## src/rtl/ptap_pkg.sv

```systemverilog
package ptap_pkg;

  // Kind of add-on access decoded in the current cycle.
  typedef enum logic [1:0] {
    ACC_NONE   = 2'd0,
    ACC_READ   = 2'd1,
    ACC_WRITE  = 2'd2,
    ACC_STROBE = 2'd3
  } acc_kind_e;

  // Narrow-bus half choice: the upper half is used only when some upper
  // lane is enabled and no lower lane is.
  function automatic logic pick_upper(input logic lo_any, input logic hi_any);
    return hi_any & ~lo_any;
  endfunction

endpackage

```

## src/rtl/ptap_decode.sv

```systemverilog
module ptap_decode
  import ptap_pkg::*;
#(
  parameter int ADR_W      = 5,
  parameter int BE_W       = 4,
  parameter int STROBE_IDX = 10
) (
  input  logic             sel_n,
  input  logic             rd_n,
  input  logic             wr_n,
  input  logic             strobe_n,
  input  logic [ADR_W-1:0] reg_adr,
  input  logic [BE_W-1:0]  be_n,
  output acc_kind_e        kind,
  output logic [ADR_W-1:0] idx,
  output logic [BE_W-1:0]  be
);

  localparam logic [ADR_W-1:0] STROBE_IDX_V = ADR_W'(STROBE_IDX);

  always_comb begin
    kind = ACC_NONE;
    idx  = reg_adr;
    be   = ~be_n;
    if (!strobe_n) begin
      // Direct address access: fixed index, every lane enabled.
      kind = ACC_STROBE;
      idx  = STROBE_IDX_V;
      be   = '1;
    end else if (!sel_n && !rd_n) begin
      kind = ACC_READ;
    end else if (!sel_n && !wr_n) begin
      kind = ACC_WRITE;
    end
  end

endmodule

```

## src/rtl/ptap_status.sv

```systemverilog
module ptap_status #(
  parameter int DATA_W = 32
) (
  input  logic              clk,
  input  logic              rst,
  input  logic              post_valid,
  input  logic              post_write,
  input  logic [DATA_W-1:0] post_addr,
  input  logic              ready_n,
  input  logic [DATA_W-1:0] data_q,
  output logic              accept,
  output logic              pending,
  output logic              is_write,
  output logic [DATA_W-1:0] addr_q,
  output logic              done,
  output logic [DATA_W-1:0] done_rdata
);

  logic complete;

  assign accept   = post_valid & ~pending;
  assign complete = pending & ~ready_n;

  always_ff @(posedge clk) begin
    if (rst) begin
      pending    <= 1'b0;
      is_write   <= 1'b0;
      addr_q     <= '0;
      done       <= 1'b0;
      done_rdata <= '0;
    end else begin
      done <= complete;
      if (complete) begin
        pending    <= 1'b0;
        is_write   <= 1'b0;
        done_rdata <= data_q;
      end else if (accept) begin
        pending  <= 1'b1;
        is_write <= post_write;
        addr_q   <= post_addr;
      end
    end
  end

endmodule

```

## src/rtl/ptap_datareg.sv

```systemverilog
module ptap_datareg
  import ptap_pkg::*;
#(
  parameter int DATA_W = 32
) (
  input  logic              clk,
  input  logic              rst,
  input  logic              load,
  input  logic              load_write,
  input  logic [DATA_W-1:0] load_data,
  input  logic              wr_en,
  input  logic              wide_mode,
  input  logic [DATA_W/8-1:0] be,
  input  logic [DATA_W-1:0] din,
  output logic [DATA_W-1:0] data_q
);

  localparam int BE_W       = DATA_W / 8;
  localparam int HALF_LANES = BE_W / 2;

  logic lo_any;
  logic hi_any;
  logic up_sel;

  assign lo_any = |be[HALF_LANES-1:0];
  assign hi_any = |be[BE_W-1:HALF_LANES];
  assign up_sel = pick_upper(lo_any, hi_any);

  for (genvar g = 0; g < BE_W; g++) begin : g_lane
    logic       lane_we;
    logic [7:0] lane_val;
    logic [7:0] q;

    if (g < HALF_LANES) begin : g_low
      always_comb begin
        lane_val = din[8*g +: 8];
        lane_we  = wide_mode ? be[g] : lo_any;
      end
    end else begin : g_high
      always_comb begin
        lane_val = wide_mode ? din[8*g +: 8] : din[8*(g-HALF_LANES) +: 8];
        lane_we  = wide_mode ? be[g] : up_sel;
      end
    end

    always_ff @(posedge clk) begin
      if (rst) begin
        q <= 8'h00;
      end else if (load) begin
        q <= load_write ? load_data[8*g +: 8] : 8'h00;
      end else if (wr_en && lane_we) begin
        q <= lane_val;
      end
    end

    assign data_q[8*g +: 8] = q;
  end

endmodule

```

## src/rtl/ptap_readmux.sv

```systemverilog
module ptap_readmux
  import ptap_pkg::*;
#(
  parameter int DATA_W   = 32,
  parameter int ADR_W    = 5,
  parameter int ADDR_IDX = 10,
  parameter int DATA_IDX = 8
) (
  input  acc_kind_e           kind,
  input  logic [ADR_W-1:0]    idx,
  input  logic [DATA_W/8-1:0] be,
  input  logic                wide_mode,
  input  logic [DATA_W-1:0]   addr_q,
  input  logic [DATA_W-1:0]   data_q,
  output logic [DATA_W-1:0]   dout,
  output logic                dout_oe
);

  localparam int BE_W       = DATA_W / 8;
  localparam int HALF_LANES = BE_W / 2;
  localparam int HALF_W     = DATA_W / 2;

  logic [DATA_W-1:0] word;
  logic              up_sel;

  assign up_sel  = pick_upper(|be[HALF_LANES-1:0], |be[BE_W-1:HALF_LANES]);
  assign dout_oe = (kind == ACC_READ) || (kind == ACC_STROBE);

  always_comb begin
    if (idx == ADR_W'(ADDR_IDX))      word = addr_q;
    else if (idx == ADR_W'(DATA_IDX)) word = data_q;
    else                              word = '0;
  end

  always_comb begin
    dout = '0;
    if (dout_oe) begin
      if (wide_mode)   dout = word;
      else if (up_sel) dout = {{HALF_W{1'b0}}, word[DATA_W-1:HALF_W]};
      else             dout = {{HALF_W{1'b0}}, word[HALF_W-1:0]};
    end
  end

endmodule

```

## src/rtl/ptap_port.sv

```systemverilog
module ptap_port
  import ptap_pkg::*;
#(
  parameter int DATA_W          = 32,
  parameter int ADR_W           = 5,
  parameter int ADDR_REG_OFFSET = 'h28,
  parameter int DATA_REG_OFFSET = 'h20
) (
  input  logic                clk,
  input  logic                rst,
  input  logic                wide_mode,
  input  logic                post_valid,
  input  logic                post_write,
  input  logic [DATA_W-1:0]   post_addr,
  input  logic [DATA_W-1:0]   post_wdata,
  output logic                done,
  output logic [DATA_W-1:0]   done_rdata,
  output logic                pending,
  output logic                is_write,
  input  logic                sel_n,
  input  logic                rd_n,
  input  logic                wr_n,
  input  logic [ADR_W-1:0]    reg_adr,
  input  logic [DATA_W/8-1:0] be_n,
  input  logic                adr_strobe_n,
  input  logic [DATA_W-1:0]   din,
  output logic [DATA_W-1:0]   dout,
  output logic                dout_oe,
  input  logic                ready_n
);

  localparam int BE_W     = DATA_W / 8;
  localparam int ADDR_IDX = ADDR_REG_OFFSET / 4;
  localparam int DATA_IDX = DATA_REG_OFFSET / 4;

  acc_kind_e         kind;
  logic [ADR_W-1:0]  idx;
  logic [BE_W-1:0]   be;
  logic              accept;
  logic              wr_en;
  logic [DATA_W-1:0] addr_q;
  logic [DATA_W-1:0] data_q;

  ptap_decode #(
    .ADR_W(ADR_W), .BE_W(BE_W), .STROBE_IDX(ADDR_IDX)
  ) u_decode (
    .sel_n(sel_n), .rd_n(rd_n), .wr_n(wr_n), .strobe_n(adr_strobe_n),
    .reg_adr(reg_adr), .be_n(be_n), .kind(kind), .idx(idx), .be(be)
  );

  ptap_status #(.DATA_W(DATA_W)) u_status (
    .clk(clk), .rst(rst), .post_valid(post_valid), .post_write(post_write),
    .post_addr(post_addr), .ready_n(ready_n), .data_q(data_q),
    .accept(accept), .pending(pending), .is_write(is_write),
    .addr_q(addr_q), .done(done), .done_rdata(done_rdata)
  );

  assign wr_en = (kind == ACC_WRITE) && (idx == ADR_W'(DATA_IDX)) && pending;

  ptap_datareg #(.DATA_W(DATA_W)) u_data (
    .clk(clk), .rst(rst), .load(accept), .load_write(post_write),
    .load_data(post_wdata), .wr_en(wr_en), .wide_mode(wide_mode),
    .be(be), .din(din), .data_q(data_q)
  );

  ptap_readmux #(
    .DATA_W(DATA_W), .ADR_W(ADR_W), .ADDR_IDX(ADDR_IDX), .DATA_IDX(DATA_IDX)
  ) u_rmux (
    .kind(kind), .idx(idx), .be(be), .wide_mode(wide_mode),
    .addr_q(addr_q), .data_q(data_q), .dout(dout), .dout_oe(dout_oe)
  );

endmodule

```

## config.mk

```make
export PLATFORM = sky130hd
export DESIGN_NAME = ptap_port
export DESIGN_NICKNAME = d
export VERILOG_FILES = /design/src/rtl/ptap_pkg.sv /design/src/rtl/ptap_decode.sv /design/src/rtl/ptap_status.sv /design/src/rtl/ptap_datareg.sv /design/src/rtl/ptap_readmux.sv /design/src/rtl/ptap_port.sv
export SDC_FILE = /design/constraint.sdc
export NUM_CORES = 1
export LEC_CHECK = 0
export BUFFER_PORTS_ARGS = -buffer_cell sky130_fd_sc_hd__buf_2
export CAP_MARGIN = 20
export CORE_MARGIN = 2
export CORE_UTILIZATION = 43
export CTS_BUF_LIST = sky130_fd_sc_hd__clkbuf_4
export CTS_CLUSTER_DIAMETER = 120
export DETAILED_ROUTE_END_ITERATION = 7
export HOLD_SLACK_MARGIN = 0.1
export PLACE_DENSITY = 0.71
export SLEW_MARGIN = 20
export SYNTH_ARGS = -nofsm -noshare
export SYNTH_HDL_FRONTEND = slang
export SYNTH_SLANG_ARGS = --single-unit
```

## constraint.sdc

```tcl
create_clock -name clk -period 2 [get_ports clk]
set_clock_uncertainty 0.2 [all_clocks]
set_input_delay 0.2 -clock clk [delete_from_list [all_inputs] [get_ports clk]]
set_output_delay 0.2 -clock clk [all_outputs]
set_load 0.01 [all_outputs]
```

### Word-level counts from Yosys, hierarchy flattened

Cells that the tools add are included.

| cells by class | value |
|---|---|
| eq/ne operators | 5 |
| multiplexer cells | 28 |
| bitwise operators | 8 |
| reduce and logical (&&, ||, !) cells | 20 |

Operators with widths:

| kind | count |
|---|---|
| 32-bit two-way mux | 4 |
| 8-bit two-way mux | 14 |
| 16-bit two-way mux | 1 |
| 5-bit by 4-bit == test with 1-bit output, second input constant | 2 |
| 1-bit logical AND | 8 |
| 2-bit nonzero test | 4 |
| 2-bit two-way mux | 3 |
| 2-bit OR reduction | 3 |
| 5-bit two-way mux | 1 |
| 2-bit == test, second input constant | 2 |
| 1-bit two-way mux | 4 |
| 4-bit two-way mux | 1 |
| 1-bit inverter | 4 |
| 4-bit inverter | 1 |
| 1-bit AND | 3 |
| 1-bit zero test | 3 |
| 2-bit by 1-bit == test with 1-bit output, second input constant | 1 |
| 2-bit AND reduction | 1 |
| 1-bit logical OR | 1 |

| word-level totals | value |
|---|---|
| flip-flop bits (word level) | 99 |

### Depth between registers and ports, before layout

| logic depth | value |
|---|---|
| word-level depth | 11 |
| depth in mapped cells | 7 |

### By module

A second synthesis with hierarchy kept.

| second synthesis, totals | value |
|---|---|
| cells, all modules | 622 |
| area, all modules | 5511.5 um^2 |

By module, submodules not included:

| module | instances | cells an instance | area an instance (um^2) | sequential area each (um^2) |
|---|---|---|---|---|
| ptap_status | 1 | 293 | 2499.9 | 1341.3 |
| ptap_datareg | 1 | 214 | 2114.5 | 640.6 |
| ptap_readmux | 1 | 99 | 803.3 | 0.0 |
| ptap_decode | 1 | 13 | 70.1 | 0.0 |
| ptap_port | 1 | 3 | 23.8 | 0.0 |

### Worst setup path after synthesis

No wires, ideal clock.

| path | value |
|---|---|
| path type | input -> output |
| start | input reg_adr[4] |
| end | output dout[10] |
| data arrival time | 1.603 ns |
| data required time | 1.600 ns |
| path slack | -0.003 ns |
| cell stages on the path | 6 |
| cell sequence | or4b_4 > nor3b_2 > buf_6 > buf_2 > a22oi_1 > o22ai_1 |

| between the ends | value |
|---|---|
| cells in the longest elaborated chain, start to end | 7 |

Ends and longest elaborated chain:

| what | line | text |
|---|---|---|
| from (decl) | ptap_port.sv:23 | `input logic [ADR_W-1:0] reg_adr,` |
| 5-bit two-way mux * | ptap_decode.sv:25 | `if (!strobe_n) begin` |
| 5-bit by 4-bit == test with 1-bit output | ptap_readmux.sv:31 | `else if (idx == ADR_W'(DATA_IDX)) word = data_q;` |
| 32-bit two-way mux | ptap_readmux.sv:31 |  |
| 32-bit two-way mux * | ptap_readmux.sv:30 | `if (idx == ADR_W'(ADDR_IDX)) word = addr_q;` |
| 16-bit two-way mux | ptap_readmux.sv:39 | `else if (up_sel) dout = {{HALF_W{1'b0}}, word[DATA_W-1:HALF_W]};` |
| 32-bit two-way mux * | ptap_readmux.sv:38 | `if (wide_mode) dout = word;` |
| 32-bit two-way mux * | ptap_readmux.sv:37 | `if (dout_oe) begin` |
| to (decl) | ptap_port.sv:27 | `output logic [DATA_W-1:0] dout,` |

Every way passes the cells marked *; elsewhere a longest branch is shown, timed or not.

### Final worst setup path

| path | value |
|---|---|
| start | input reg_adr[4] |
| end | output dout[5] |

The elaborated chain is that of the path after synthesis.

==> impl_metrics.env <==
export IMPL_nNetsFinal=921
export IMPL_capture_point_of_the_worst_path="dout[5]"
export IMPL_avgViaCountPerCell=5.77
export IMPL_period_utilisation_layout_pct=114
export IMPL_drt_wirelength_um=19400
export IMPL_die_area_um2=11800
export IMPL_rr_startpoint="u_status.pending$_SDFFE_PP0P_"
export IMPL_timing_final_max_slew_violations=0
export IMPL_post_synth_top_area_fraction_pct=42.2
export IMPL_post_route_minimum_period_ns=2.28
export IMPL_intPower_mw=2.96
export IMPL_synth_enable_flop_cells=0
export IMPL_ys_dominant_reg_cell="sky130_fd_sc_hd__dfxtp_1"
export IMPL_grt_remaining_overflow=0
export IMPL_final_cell_area_um2=7240
export IMPL_run_status="finished, violations left"
export IMPL_antenna_found_initial=0
export IMPL_reg2reg_setup_slack_ns=0.07
export IMPL_port_buffer_count=182
export IMPL_yosys_cell_count_top_type="sky130_fd_sc_hd__dfxtp_1"
export IMPL_power_density_nw_per_um2=581
export IMPL_placement_setup_worst_slack_ns=-0.278
export IMPL_fillerInstances=876
export IMPL_residual_drc_count=0
export IMPL_ys_ff_latch=99
export IMPL_insertedDiodeCount=0
export IMPL_length_of_routed_met3_wiring_um=1740
export IMPL_power_leakage_nw=3.27
export IMPL_unrepaired_setup_endpoints_after_global_routing="true"
export IMPL_root_buffer_cell="sky130_fd_sc_hd__clkbuf_4"
export IMPL_dpl_instance_area_um2=5960
export IMPL_initial_utilization_pct=43.7
export IMPL_seq_power_share_pct=51.5
export IMPL_hold_path_class="in2reg"
export IMPL_reg2reg_to="u_status.done$_SDFF_PP0_"
export IMPL_post_cts_clock_slew_at_the_launch_and_capture_registers_of_the_worst_setup_and_hold_paths_ns=0.14
export IMPL_fmax_ghz=0.438
export IMPL_cts_tree="built"
export IMPL_post_synth_inst_count=532
export IMPL_syn_to_final_growth_pct=54.4
export IMPL_irDropWorstVdd_v=0.000320
export IMPL_clk_latency_worst_skew_pair_ns=0.44
export IMPL_die_h_um=108
export IMPL_rr_worst_depth=4
export IMPL_switching_component_of_the_power_mw=1.25
export IMPL_dp_hpwl_um=12400
export IMPL_comb_power_share_pct=23.5
export IMPL_globalplace_congestion=0.902
export IMPL_floorplan_rows=38
export IMPL_sw_frac_of_total_pct=29.7
export IMPL_ant_nets=0
export IMPL_yosysSeqAreaShare_pct=42.2
export IMPL_synthArstFlopShare_pct=0
export IMPL_htree_levels=3
export IMPL_critical_path_startpoint="reg_adr[4]"
export IMPL_post_layout_total_power_mw=4.21
export IMPL_synth_cell_area_um2=4690
export IMPL_avgSynthCellArea_um2=8.82
export IMPL_wl_met2_um=9200
export IMPL_startpoint_type="input port"
export IMPL_numCtsBuffers=9
export IMPL_synthesis_yosys_warnings=0
export IMPL_grt_pass1_vias=5352
export IMPL_synth_commonest_cells="99 x sky130_fd_sc_hd__dfxtp_1, 84 x sky130_fd_sc_hd__nand2_1, 65 x sky130_fd_sc_hd__a21oi_1"
export IMPL_clkSinkCount=99
export IMPL_share_of_total_power_in_the_clock_network_pct=25.0
export IMPL_final_critical_path_setup_slack_ns=-0.281
export IMPL_number_of_detailed_route_iterations_in_the_first_pass=6
export IMPL_yosys_top_cells_area="sky130_fd_sc_hd__dfxtp_1 42%, sky130_fd_sc_hd__a21oi_1 6.9%, sky130_fd_sc_hd__mux2i_1 6.8%"
export IMPL_timing_max_cap_violations=0
export IMPL_drive_above_1_share_pct=33.4
export IMPL_syn_num_nets=647
export IMPL_worst_pin_slew_ns=0.427
export IMPL_timing_critical_path_arrival_ns=1.88
export IMPL_grt_pass1_wl_um=27700
export IMPL_detailroute_via_count=5484
export IMPL_ioPinCount=183
export IMPL_worst_path_required_ns=1.60
export IMPL_grt_start_max_net_pins=97
export IMPL_synth_top_cell_by_area="sky130_fd_sc_hd__dfxtp_1"
export IMPL_drt_first_iter_violations=581
export IMPL_synth_lib_cells_used_distinct=30
export IMPL_clock_path_buffers=2
export IMPL_route_top_layer_used="met4"
export IMPL_endpoint_kind="primary output"
export IMPL_gr_usage_all_layers_pct=31.0
export IMPL_slew_headroom_pct=71.5
export IMPL_crit_path_max_fanout=23
export IMPL_failed_checks="setup timing"
export IMPL_core_area_um2=10700
export IMPL_critical_path_class="in2out"
export IMPL_setup_viol_count_final=32
export IMPL_timing_hold_violations_final=0
export IMPL_wl_met1_um=7420
export IMPL_die_w_um=108
export IMPL_detail_route_wl_per_cell_um=20.4
[worst min path at each step]
stage | startpoint | to | slack, ns | depth (start not counted)
6_report | rst | u_status.pending$_SDFFE_PP0P_ | 0.10 | 4
5_1_grt | rst | u_status.pending$_SDFFE_PP0P_ | 0.1 | 4
4_1_cts | post_wdata[12] | u_data.g_lane[1].q[4]$_SDFFE_PP0P_ | 0.10 | 4
3_5_place_dp | u_status.addr_q[21]$_SDFFE_PP0P_ | u_status.addr_q[21]$_SDFFE_PP0P_ | 0.25 | 2
3_3_place_gp | u_status.addr_q[21]$_SDFFE_PP0P_ | u_status.addr_q[21]$_SDFFE_PP0P_ | 0.24 | 2
2_1_floorplan | post_valid | u_status.pending$_SDFFE_PP0P_ | 0.11 | 1
[flip-flops by register name, indices dropped and copies added, names as in the netlist]
signal               flops
u_data.g_lane.q         32
u_status.addr_q         32
u_status.done            1
u_status.done_rdata     32
u_status.is_write        1
u_status.pending         1
[cells in the final DEF (no fill, tap or decap), types with 4 or more instances in the layout]
master	instances
sky130_fd_sc_hd__buf_12	9
sky130_fd_sc_hd__a211o_1	17
sky130_fd_sc_hd__nor2b_1	16
sky130_fd_sc_hd__mux2i_1	32
sky130_fd_sc_hd__buf_4	17
sky130_fd_sc_hd__mux2_2	16
sky130_fd_sc_hd__nor2_1	16
sky130_fd_sc_hd__a21oi_1	64
sky130_fd_sc_hd__o22ai_1	5
sky130_fd_sc_hd__nand2b_1	17
sky130_fd_sc_hd__nand2_1	84
sky130_fd_sc_hd__a22o_1	32
sky130_fd_sc_hd__a22oi_2	4
sky130_fd_sc_hd__buf_2	180
sky130_fd_sc_hd__o211ai_1	4
sky130_fd_sc_hd__a31oi_4	4
sky130_fd_sc_hd__clkbuf_4	10
sky130_fd_sc_hd__a22oi_1	28
sky130_fd_sc_hd__dlygate4sd3_1	101
sky130_fd_sc_hd__o22ai_2	11
sky130_fd_sc_hd__nand3_1	18
sky130_fd_sc_hd__dfxtp_1	98
[cells by family after synthesis]
kind of cell	synth area share [%]
compound gates	26.9
buf+inv	4.77
flops	42.2
mux	10.7
simple gates	15.4
[metal layers]
layer | vias to the layer above | GRT usage (%)
met2 | 338 | 52.7
met3 | 88 | 5.67
met5 | - | 0
met1 | 2590 | 37.3
li1 | 2468 | -
met4 | 0 | 15.9
[per-stage QoR]
stage | TNS [ns] | hold WS, ns | std cells | util, %
global route | -6.26 | 0.0987 | 951 | 67.4
floorplan | 0 | 0.110 | 532 | -
global placement | -11.01 | 0.243 | 830 | 55.5
detailed placement | -11.42 | 0.249 | 830 | 55.5
CTS | -4.85 | 0.101 | 944 | 66.1
finish | -4.89 | 0.100 | 951 | 67.4
[area by class of cell]
type,instances,area (um2),area share (%)
well taps,140,175,2.42
inverters,3,11.3,0.155
clock inverters,6,56.3,0.777
multi-input cells,380,2610,36.1
flip-flops and latches,99,1980,27.4
repair buffers,313,2330,32.1
clock buffers,10,75.1,1.04
[worst max-delay path: stages]
cell and delay (ns):
sky130_fd_sc_hd__buf_6 0.09, sky130_fd_sc_hd__or4b_4 0.55, sky130_fd_sc_hd__nor3b_4 0.23, sky130_fd_sc_hd__buf_12 0.21, sky130_fd_sc_hd__a22oi_1 0.16, sky130_fd_sc_hd__o22ai_2 0.25, sky130_fd_sc_hd__buf_2 0.18
[power groups by stage]
stage | clock (mW) | combinational, mW | sequential, mW
2_1_floorplan | 0 | 0.426 | 2.17
3_3_place_gp | 0 | 0.735 | 2.20
3_5_place_dp | 0 | 0.753 | 2.20
4_1_cts | 1.05 | 0.911 | 2.16
5_1_grt | 1.14 | 1.05 | 2.18
6_report | 1.05 | 0.990 | 2.17
[timing repair]
action                                  CTS  global route
gates resized for setup                   4             7
gates cloned                              0             3
hold buffers                             98             3
endpoints found under the hold margin    61             2
buffers inserted                          0             1
endpoints found under the setup margin   32            57
pin swaps                                 1             2
(Power assumes the default switching activity.)
